===== config.mk =====
export PLATFORM = sky130hd
export DESIGN_NAME = hrfp_mul
export DESIGN_NICKNAME = d
export VERILOG_FILES = /design/src/rtl/hrfp_pkg.sv /design/src/rtl/hrfp_mul_product.sv /design/src/rtl/hrfp_mul_normalize.sv /design/src/rtl/hrfp_mul_round.sv /design/src/rtl/hrfp_mul_pack.sv /design/src/rtl/hrfp_mul.sv
export SDC_FILE = /design/constraint.sdc
export NUM_CORES = 2
export LEC_CHECK = 0
export ABC_CLOCK_PERIOD_IN_PS = 8500
export BUFFER_PORTS_ARGS = -buffer_cell sky130_fd_sc_hd__buf_2
export CORE_AREA = 2 2 296 298
export CTS_BUF_LIST = sky130_fd_sc_hd__clkbuf_2 sky130_fd_sc_hd__clkbuf_4 sky130_fd_sc_hd__clkbuf_8
export CTS_CLUSTER_SIZE = 40
export DETAILED_ROUTE_END_ITERATION = 10
export DIE_AREA = 0 0 298 300
export SLEW_MARGIN = 20
export SYNTH_ARGS = -nofsm -noshare
export SYNTH_HDL_FRONTEND = slang
export SYNTH_HIERARCHICAL = 1
export SYNTH_SLANG_ARGS = --single-unit

===== constraint.sdc =====
create_clock -name clk -period 8.5 [get_ports clk]
set_input_delay 0.425 -clock clk [delete_from_list [all_inputs] [get_ports clk]]
set_output_delay 0.425 -clock clk [all_outputs]
set_load 0.01 [all_outputs]

===== src/rtl/hrfp_pkg.sv =====
`timescale 1ns/1ps
package hrfp_pkg;
    // Word layout: [35] sign, [34] special, [33:27] exponent, [26:0] mantissa
    localparam int MANT_W   = 27;
    localparam int EXP_W    = 7;
    localparam int WORD_W   = 2 + EXP_W + MANT_W;
    localparam int DIGIT_W  = 4;
    localparam int PROD_W   = 2 * MANT_W;
    localparam int LO_W     = 13;
    localparam int HI_W     = MANT_W - LO_W;
    localparam int ESUM_W   = EXP_W + 1;
    localparam int EXPS_W   = ESUM_W + 2;
    localparam int KEEP_W   = 24;
    localparam int LEAD_LO  = KEEP_W - 1;          // lowest legal leading-one index
    localparam int BIAS_WIDE = 95;                  // bias when normalizer does not shift
    localparam int EXP_EDGE  = 64;                  // boundary of subnormal emulation
    localparam int EXP_FLUSH = 57;                  // at or below: zero
    localparam int EXP_MAX   = (1 << EXP_W) - 1;
    localparam int SUB_ULP   = 2;                   // ULP index at the boundary exponent
    localparam int RND_W     = MANT_W + 3;          // carry + mantissa + guard + sticky

    typedef logic [WORD_W-1:0]        word_t;
    typedef logic [MANT_W-1:0]        mant_t;
    typedef logic [EXP_W-1:0]         exp_t;
    typedef logic [ESUM_W-1:0]        esum_t;
    typedef logic signed [EXPS_W-1:0] sexp_t;
    typedef logic [PROD_W-1:0]        prod_t;

    typedef enum logic [1:0] {K_FIN, K_ZERO, K_INF, K_NAN} kind_t;

    typedef struct packed {
        logic  valid;
        logic  sign;
        kind_t kind;
        exp_t  ea;
        exp_t  eb;
        mant_t ma;
        mant_t mb;
    } cap_t;

    typedef struct packed {
        logic                   valid;
        logic                   sign;
        kind_t                  kind;
        esum_t                  esum;
        logic [MANT_W+LO_W-1:0] pp_lo;
        logic [MANT_W+HI_W-1:0] pp_hi;
    } part_t;

    typedef struct packed {
        logic  valid;
        logic  sign;
        kind_t kind;
        esum_t esum;
        prod_t prod;
    } full_t;

    typedef struct packed {
        logic  valid;
        logic  sign;
        kind_t kind;
        sexp_t e;
        mant_t m;
        logic  g0;
        logic  s0;
    } norm_t;

    typedef struct packed {
        logic              valid;
        logic              sign;
        kind_t             kind;
        sexp_t             e;
        logic              flush;
        logic [MANT_W:0]   mrnd;
    } rnd_t;

    function automatic logic is_nan(word_t w);
        return w[WORD_W-2] & w[WORD_W-3];
    endfunction

    function automatic logic is_inf(word_t w);
        return w[WORD_W-2] & ~w[WORD_W-3];
    endfunction

    function automatic logic is_zero(word_t w);
        return ~w[WORD_W-2] && (w[WORD_W-3:0] == '0);
    endfunction

    function automatic kind_t product_kind(word_t a, word_t b);
        if (is_nan(a) || is_nan(b) || (is_inf(a) && is_zero(b)) || (is_inf(b) && is_zero(a)))
            return K_NAN;
        if (is_inf(a) || is_inf(b))
            return K_INF;
        if (is_zero(a) || is_zero(b))
            return K_ZERO;
        return K_FIN;
    endfunction

    function automatic word_t special_word(kind_t k, logic s);
        case (k)
            K_NAN:   return {1'b0, 2'b11, {(WORD_W-3){1'b0}}};
            K_INF:   return {s, 2'b10, {(WORD_W-3){1'b0}}};
            default: return {s, {(WORD_W-1){1'b0}}};
        endcase
    endfunction
endpackage


===== src/rtl/hrfp_mul_product.sv =====
`timescale 1ns/1ps
module hrfp_mul_product
    import hrfp_pkg::*;
(
    input  logic  clk,
    input  logic  rst,
    input  cap_t  cap,
    output full_t full
);
    part_t part;
    part_t part_d;

    always_comb begin
        part_d.valid = cap.valid;
        part_d.sign  = cap.sign;
        part_d.kind  = cap.kind;
        part_d.esum  = esum_t'(cap.ea) + esum_t'(cap.eb);
        part_d.pp_lo = (MANT_W+LO_W)'(cap.ma) * (MANT_W+LO_W)'(cap.mb[LO_W-1:0]);
        part_d.pp_hi = (MANT_W+HI_W)'(cap.ma) * (MANT_W+HI_W)'(cap.mb[MANT_W-1:LO_W]);
    end

    always_ff @(posedge clk) begin
        if (rst) part <= '0;
        else     part <= part_d;
    end

    full_t full_d;
    always_comb begin
        full_d.valid = part.valid;
        full_d.sign  = part.sign;
        full_d.kind  = part.kind;
        full_d.esum  = part.esum;
        full_d.prod  = PROD_W'(part.pp_lo) + {part.pp_hi, {LO_W{1'b0}}};
    end

    always_ff @(posedge clk) begin
        if (rst) full <= '0;
        else     full <= full_d;
    end
endmodule


===== src/rtl/hrfp_mul_normalize.sv =====
`timescale 1ns/1ps
module hrfp_mul_normalize
    import hrfp_pkg::*;
(
    input  logic  clk,
    input  logic  rst,
    input  full_t full,
    output norm_t norm
);
    localparam int TOP   = PROD_W - 1;
    localparam int G_W   = PROD_W - MANT_W - 1;      // guard index, wide window
    localparam int G_N   = G_W - DIGIT_W;            // guard index, shifted window

    logic  top_digit;
    norm_t norm_d;

    always_comb begin
        top_digit    = |full.prod[TOP -: DIGIT_W];
        norm_d.valid = full.valid;
        norm_d.sign  = full.sign;
        norm_d.kind  = full.kind;
        if (top_digit) begin
            norm_d.m  = full.prod[TOP -: MANT_W];
            norm_d.g0 = full.prod[G_W];
            norm_d.s0 = |full.prod[G_W-1:0];
            norm_d.e  = sexp_t'({2'b00, full.esum}) - sexp_t'(BIAS_WIDE);
        end else begin
            norm_d.m  = full.prod[TOP-DIGIT_W -: MANT_W];
            norm_d.g0 = full.prod[G_N];
            norm_d.s0 = |full.prod[G_N-1:0];
            norm_d.e  = sexp_t'({2'b00, full.esum}) - sexp_t'(BIAS_WIDE + 1);
        end
    end

    always_ff @(posedge clk) begin
        if (rst) norm <= '0;
        else     norm <= norm_d;
    end
endmodule


===== src/rtl/hrfp_mul_round.sv =====
`timescale 1ns/1ps
module hrfp_mul_round
    import hrfp_pkg::*;
(
    input  logic  clk,
    input  logic  rst,
    input  norm_t norm,
    output rnd_t  rnd
);
    int                 lead_off;
    int                 ulp;
    logic               flush;
    logic [RND_W-1:0]   xw;
    logic [RND_W-1:0]   unit;
    logic [RND_W-1:0]   below;
    logic [RND_W-1:0]   sum;
    logic               guard_b;
    logic               sticky_b;
    logic               lsb_b;
    logic               bump;
    rnd_t               rnd_d;

    // ULP position inside the mantissa
    always_comb begin
        lead_off = 0;
        for (int i = 0; i < DIGIT_W; i++)
            if (norm.m[LEAD_LO + i]) lead_off = i;
        flush = 1'b0;
        ulp   = 0;
        if (norm.e > sexp_t'(EXP_EDGE) ||
            (norm.e == sexp_t'(EXP_EDGE) && (|norm.m[MANT_W-1 -: 2])))
            ulp = lead_off;
        else if (norm.e == sexp_t'(EXP_EDGE))
            ulp = SUB_ULP;
        else if (norm.e > sexp_t'(EXP_FLUSH))
            ulp = SUB_ULP + DIGIT_W * (EXP_EDGE - int'(norm.e));
        else
            flush = 1'b1;
    end

    // Round to nearest even at the chosen ULP, clear everything below it
    always_comb begin
        xw       = {1'b0, norm.m, norm.g0, norm.s0};
        unit     = RND_W'(1) << (ulp + 2);
        below    = unit - RND_W'(1);
        guard_b  = |(xw & (unit >> 1));
        sticky_b = |(xw & (below >> 1));
        lsb_b    = |(xw & unit);
        bump     = guard_b & (sticky_b | lsb_b);
        sum      = (xw & ~below) + (bump ? unit : '0);
        rnd_d.valid = norm.valid;
        rnd_d.sign  = norm.sign;
        rnd_d.kind  = norm.kind;
        rnd_d.e     = norm.e;
        rnd_d.flush = flush;
        rnd_d.mrnd  = (MANT_W+1)'(sum >> 2);
    end

    always_ff @(posedge clk) begin
        if (rst) rnd <= '0;
        else     rnd <= rnd_d;
    end
endmodule


===== src/rtl/hrfp_mul_pack.sv =====
`timescale 1ns/1ps
module hrfp_mul_pack
    import hrfp_pkg::*;
(
    input  logic  clk,
    input  logic  rst,
    input  rnd_t  rnd,
    output logic  out_valid,
    output word_t result
);
    logic  carry;
    mant_t mfin;
    sexp_t efin;
    word_t word_d;

    always_comb begin
        carry = rnd.mrnd[MANT_W];
        mfin  = carry ? mant_t'(rnd.mrnd >> DIGIT_W) : rnd.mrnd[MANT_W-1:0];
        efin  = rnd.e + (carry ? sexp_t'(1) : sexp_t'(0));
        if (rnd.kind != K_FIN)
            word_d = special_word(rnd.kind, rnd.sign);
        else if (rnd.flush || mfin == '0)
            word_d = special_word(K_ZERO, rnd.sign);
        else if (efin > sexp_t'(EXP_MAX))
            word_d = special_word(K_INF, rnd.sign);
        else
            word_d = {rnd.sign, 1'b0, exp_t'(efin), mfin};
    end

    always_ff @(posedge clk) begin
        if (rst) out_valid <= 1'b0;
        else     out_valid <= rnd.valid;
        result <= word_d;
    end
endmodule


===== src/rtl/hrfp_mul.sv =====
`timescale 1ns/1ps
module hrfp_mul
    import hrfp_pkg::*;
(
    input  logic        clk,
    input  logic        rst,
    input  logic        in_valid,
    input  logic [35:0] op_a,
    input  logic [35:0] op_b,
    output logic        out_valid,
    output logic [35:0] result
);
    cap_t  cap;
    cap_t  cap_d;
    full_t full;
    norm_t norm;
    rnd_t  rnd;

    always_comb begin
        cap_d.valid = in_valid;
        cap_d.sign  = op_a[WORD_W-1] ^ op_b[WORD_W-1];
        cap_d.kind  = product_kind(op_a, op_b);
        cap_d.ea    = op_a[MANT_W +: EXP_W];
        cap_d.eb    = op_b[MANT_W +: EXP_W];
        cap_d.ma    = op_a[MANT_W-1:0];
        cap_d.mb    = op_b[MANT_W-1:0];
    end

    always_ff @(posedge clk) begin
        if (rst) cap <= '0;
        else     cap <= cap_d;
    end

    hrfp_mul_product   u_prod (.clk(clk), .rst(rst), .cap(cap),   .full(full));
    hrfp_mul_normalize u_norm (.clk(clk), .rst(rst), .full(full), .norm(norm));
    hrfp_mul_round     u_rnd  (.clk(clk), .rst(rst), .norm(norm), .rnd(rnd));
    hrfp_mul_pack      u_pack (.clk(clk), .rst(rst), .rnd(rnd),
                               .out_valid(out_valid), .result(result));
endmodule


==> flow_metrics.py <==
metrics = {
    "global_route": {
        "track_usage_pct": 24.2,
        "grt_pass1_vias": 30845,
        "grt_max_degree": 164,
        "grt_overflow": 0,
        "antenna_found_initial": 5,
        "grt_pass1_wl_mm": 171,
    },
    "pwr": {
        "power_density_nw_per_um2": 159,
        "vdd_drop_max_mv": 0.142,
        "power_mw": 6.77,
        "power.leakage_nw": 19.9,
    },
    "logic_synthesis": {
        "synth_top_area_cell": "fa_1",
        "ys_ff_latch": 353,
        "synth_edf_count": 0,
        "syn_area_um2": 38600,
        "ys_seq_area_share_pct": 18.3,
        "synth_commonest_cells": "635 x inv_1, 574 x fa_1, 566 x nand2_1",
        "syn_inst": 4362,
        "ys_warn_count": 6,
        "synthFlopType": "dfxtp_1",
        "syn-mean-instance-area_um2": 8.84,
        "synth_top_area_share_pct": 29.8,
        "ys_types": 96,
        "synth.area.top_cells": "fa_1 30%, dfxtp_1 18%, ha_1 8.6%, inv_1 6.2%, nand2_1 5.5%",
        "async_flop_share_pct": 0,
        "yosysMostFrequentCell": "inv_1",
    },
    "timing": {
        "finalSetupTns_ns": 0,
        "setup_violations": 0,
        "rsz0062_at_grt": "no",
        "slew_viol_final": 0,
        "hold_violations": 0,
        "finalCritPeriodShare_pct": 91.5,
        "slew_headroom_pct": 25.8,
        "skew_ns": 0.0411,
        "fmax_mhz": 129,
        "worst_slew_pin_slew_ns": 1.11,
        "min_period_ns": 7.77,
    },
    "final_layout": {
        "final_cells": 5691,
        "final_nets": 5398,
        "drive_gt1_share_pct": 9.44,
        "area_growth_pct": 10.3,
        "fin_area_um2": 42500,
    },
    "place": {
        "place.gp.congestion": 0.937,
        "portBuffers": 111,
        "placed_area_um2": 40300,
        "dp.cells": 5498,
        "dp_hpwl_mm": 82.3,
    },
    "worst_hold_path": {
        "hold_class": "primary input to flop",
    },
    "die": {
        "initial_core_util_pct": 44.7,
        "die_x_um": 298,
        "core_area_um2": 86200,
        "die_area_um2": 89400,
        "die_h_um": 300,
        "core.rowCount": 108,
        "ios": 112,
    },
    "setup_path": {
        "crit_top_cell": "ha_1",
        "path_class": "flop to flop",
        "slowest_stage": "dfxtp_1",
        "critPathCaptureType": "flop",
        "crit_required_ns": 9.05,
        "crit_path_max_fanout": 8,
        "max_stage_delay_ns": 0.45,
        "start_kind": "flop",
        "timing.critical_path.arrival_ns": 8.32,
    },
    "clock_tree": {
        "root_buffer": "clkbuf_8",
        "clockBufferDepth": 3,
        "clk_latency_ns": 0.70,
        "htree_num_levels": 3,
        "cts_tree": "done",
        "clkTransAtPathRegs_ns": 0.06,
        "cts_setup_buffers": 0,
        "cts_buffers": 69,
        "clkSinkCount": 353,
    },
    "drt": {
        "vias": 29606,
        "drt_iter0_markers": 1739,
        "drt-wirelength-per-cell_um": 18.8,
        "dr.pass1.iters": 5,
        "wirelength_mm": 107,
        "drtAntennaViolNets": 0,
        "drc": 0,
        "via_per_inst": 5.20,
    },
    "status": {
        "outcome": "completed",
    },
    "flow_run": {
        "cap_violations": 0,
    },
}
logic make-up (layout without fill, tap and decap cells):
logic type | after synthesis | in the layout | share of synthesized area [%]
compound gates | 548 | 548 | 9.49
other cells | 2 | 15 | 0.0195
mux | 37 | 37 | 1.08
flops | 353 | 353 | 18.3
xor+xnor | 132 | 132 | 3.00
fa+ha+maj | 839 | 839 | 38.4
buf+inv | 863 | 1024 | 8.74
simple gates | 1588 | 1588 | 20.9
metal layers:
| metal | global-route usage (%) | up-vias | wire, µm |
|---|---|---|---|
| met3 | 4.61 | 161 | 6460 |
| met4 | 7.74 | 0 | 3330 |
| met2 | 39.8 | 838 | 49500 |
| met1 | 32.3 | 14581 | 47700 |
| met5 | 0 | - | 0 |
| li1 | - | 14026 | - |
flip-flops by register name (all words and copies together) (netlist names):
signal	count
cap	72
u_norm/norm	42
u_pack/out_valid	1
u_pack/result	36
u_prod/full	66
u_prod/full_d	12
u_prod/part	81
u_rnd/rnd	43
final cells by class:
class                      instances  area [µm²]
antenna                            2        5.00
tap                             1155        1450
clock inverter                    21         191
sequential                       353        7080
timing repair buffer             268        1930
fill                            8383       43700
clock buffer                     100        1300
multi-input combinational       3157       28200
inverter                         635        2380
critical path: cells and delay by family (launching register included):
kind	cells	cell delay (ns)
AO/OA/AOI/OAI	18	4.14
adder cells (fa/ha/maj)	4	1.18
AND/OR/NAND/NOR	8	1.13
buffers and inverters	3	0.51
flip-flops	1	0.45
multiplexers	1	0.24
placed cells by master, fill, tap and decap left out, types with 16 or more instances in the layout:
cell type,instances
a21o_1,74
o31ai_1,16
o21ai_0,85
nor3_1,59
buf_4,86
clkbuf_8,88
and2_1,333
a31oi_1,22
buf_2,110
and3_1,26
nor3_2,33
o21a_1,21
nand2_1,566
nor2_1,230
nor4_1,31
ha_1,265
dfxtp_1,345
mux2i_1,27
a21oi_1,163
xnor2_1,68
inv_1,635
xor2_1,64
nor2b_1,150
fa_1,574
nand3_1,47
dlygate4sd3_1,70
a211oi_1,21
nand4_1,30
o21bai_1,19
final timing paths:
kind | start | endpoint | slack, ns | depth (start not counted)
worst max-delay path | u_norm/norm[30] | u_rnd/rnd[27] | 0.73 | 34
worst min-delay path | op_b[26] | cap[26] | 0.1 | 2
worst max register to register | u_norm/norm[30] | u_rnd/rnd[27] | 0.73 | 34
worst min register to register | u_prod/full_d[58] | u_prod/full[58] | 0.42 | 1
per-stage QoR:
step	setup WS, ns	hold slack, ns	util [%]
3_5_place_dp	0.451	0.420	46.7
5_1_grt	0.0542	0.0655	49.3
2_1_floorplan	0.872	0.406	-
6_report	0.726	0.0953	49.3
3_3_place_gp	0.499	0.417	46.7
4_1_cts	0.429	0.0367	49.3
power breakdown:
group | internal, mW | switching [mW]
clock network | 1.03 | 0.809
registers | 1.89 | 0.221
logic | 1.14 | 1.68
repair_timing:
action,CTS,global route
setup endpoints to repair,0,10
hold endpoints to repair,70,0
gates resized for setup,0,8
hold buffers,70,0
Note: power is estimated with default switching activity, not from simulation.
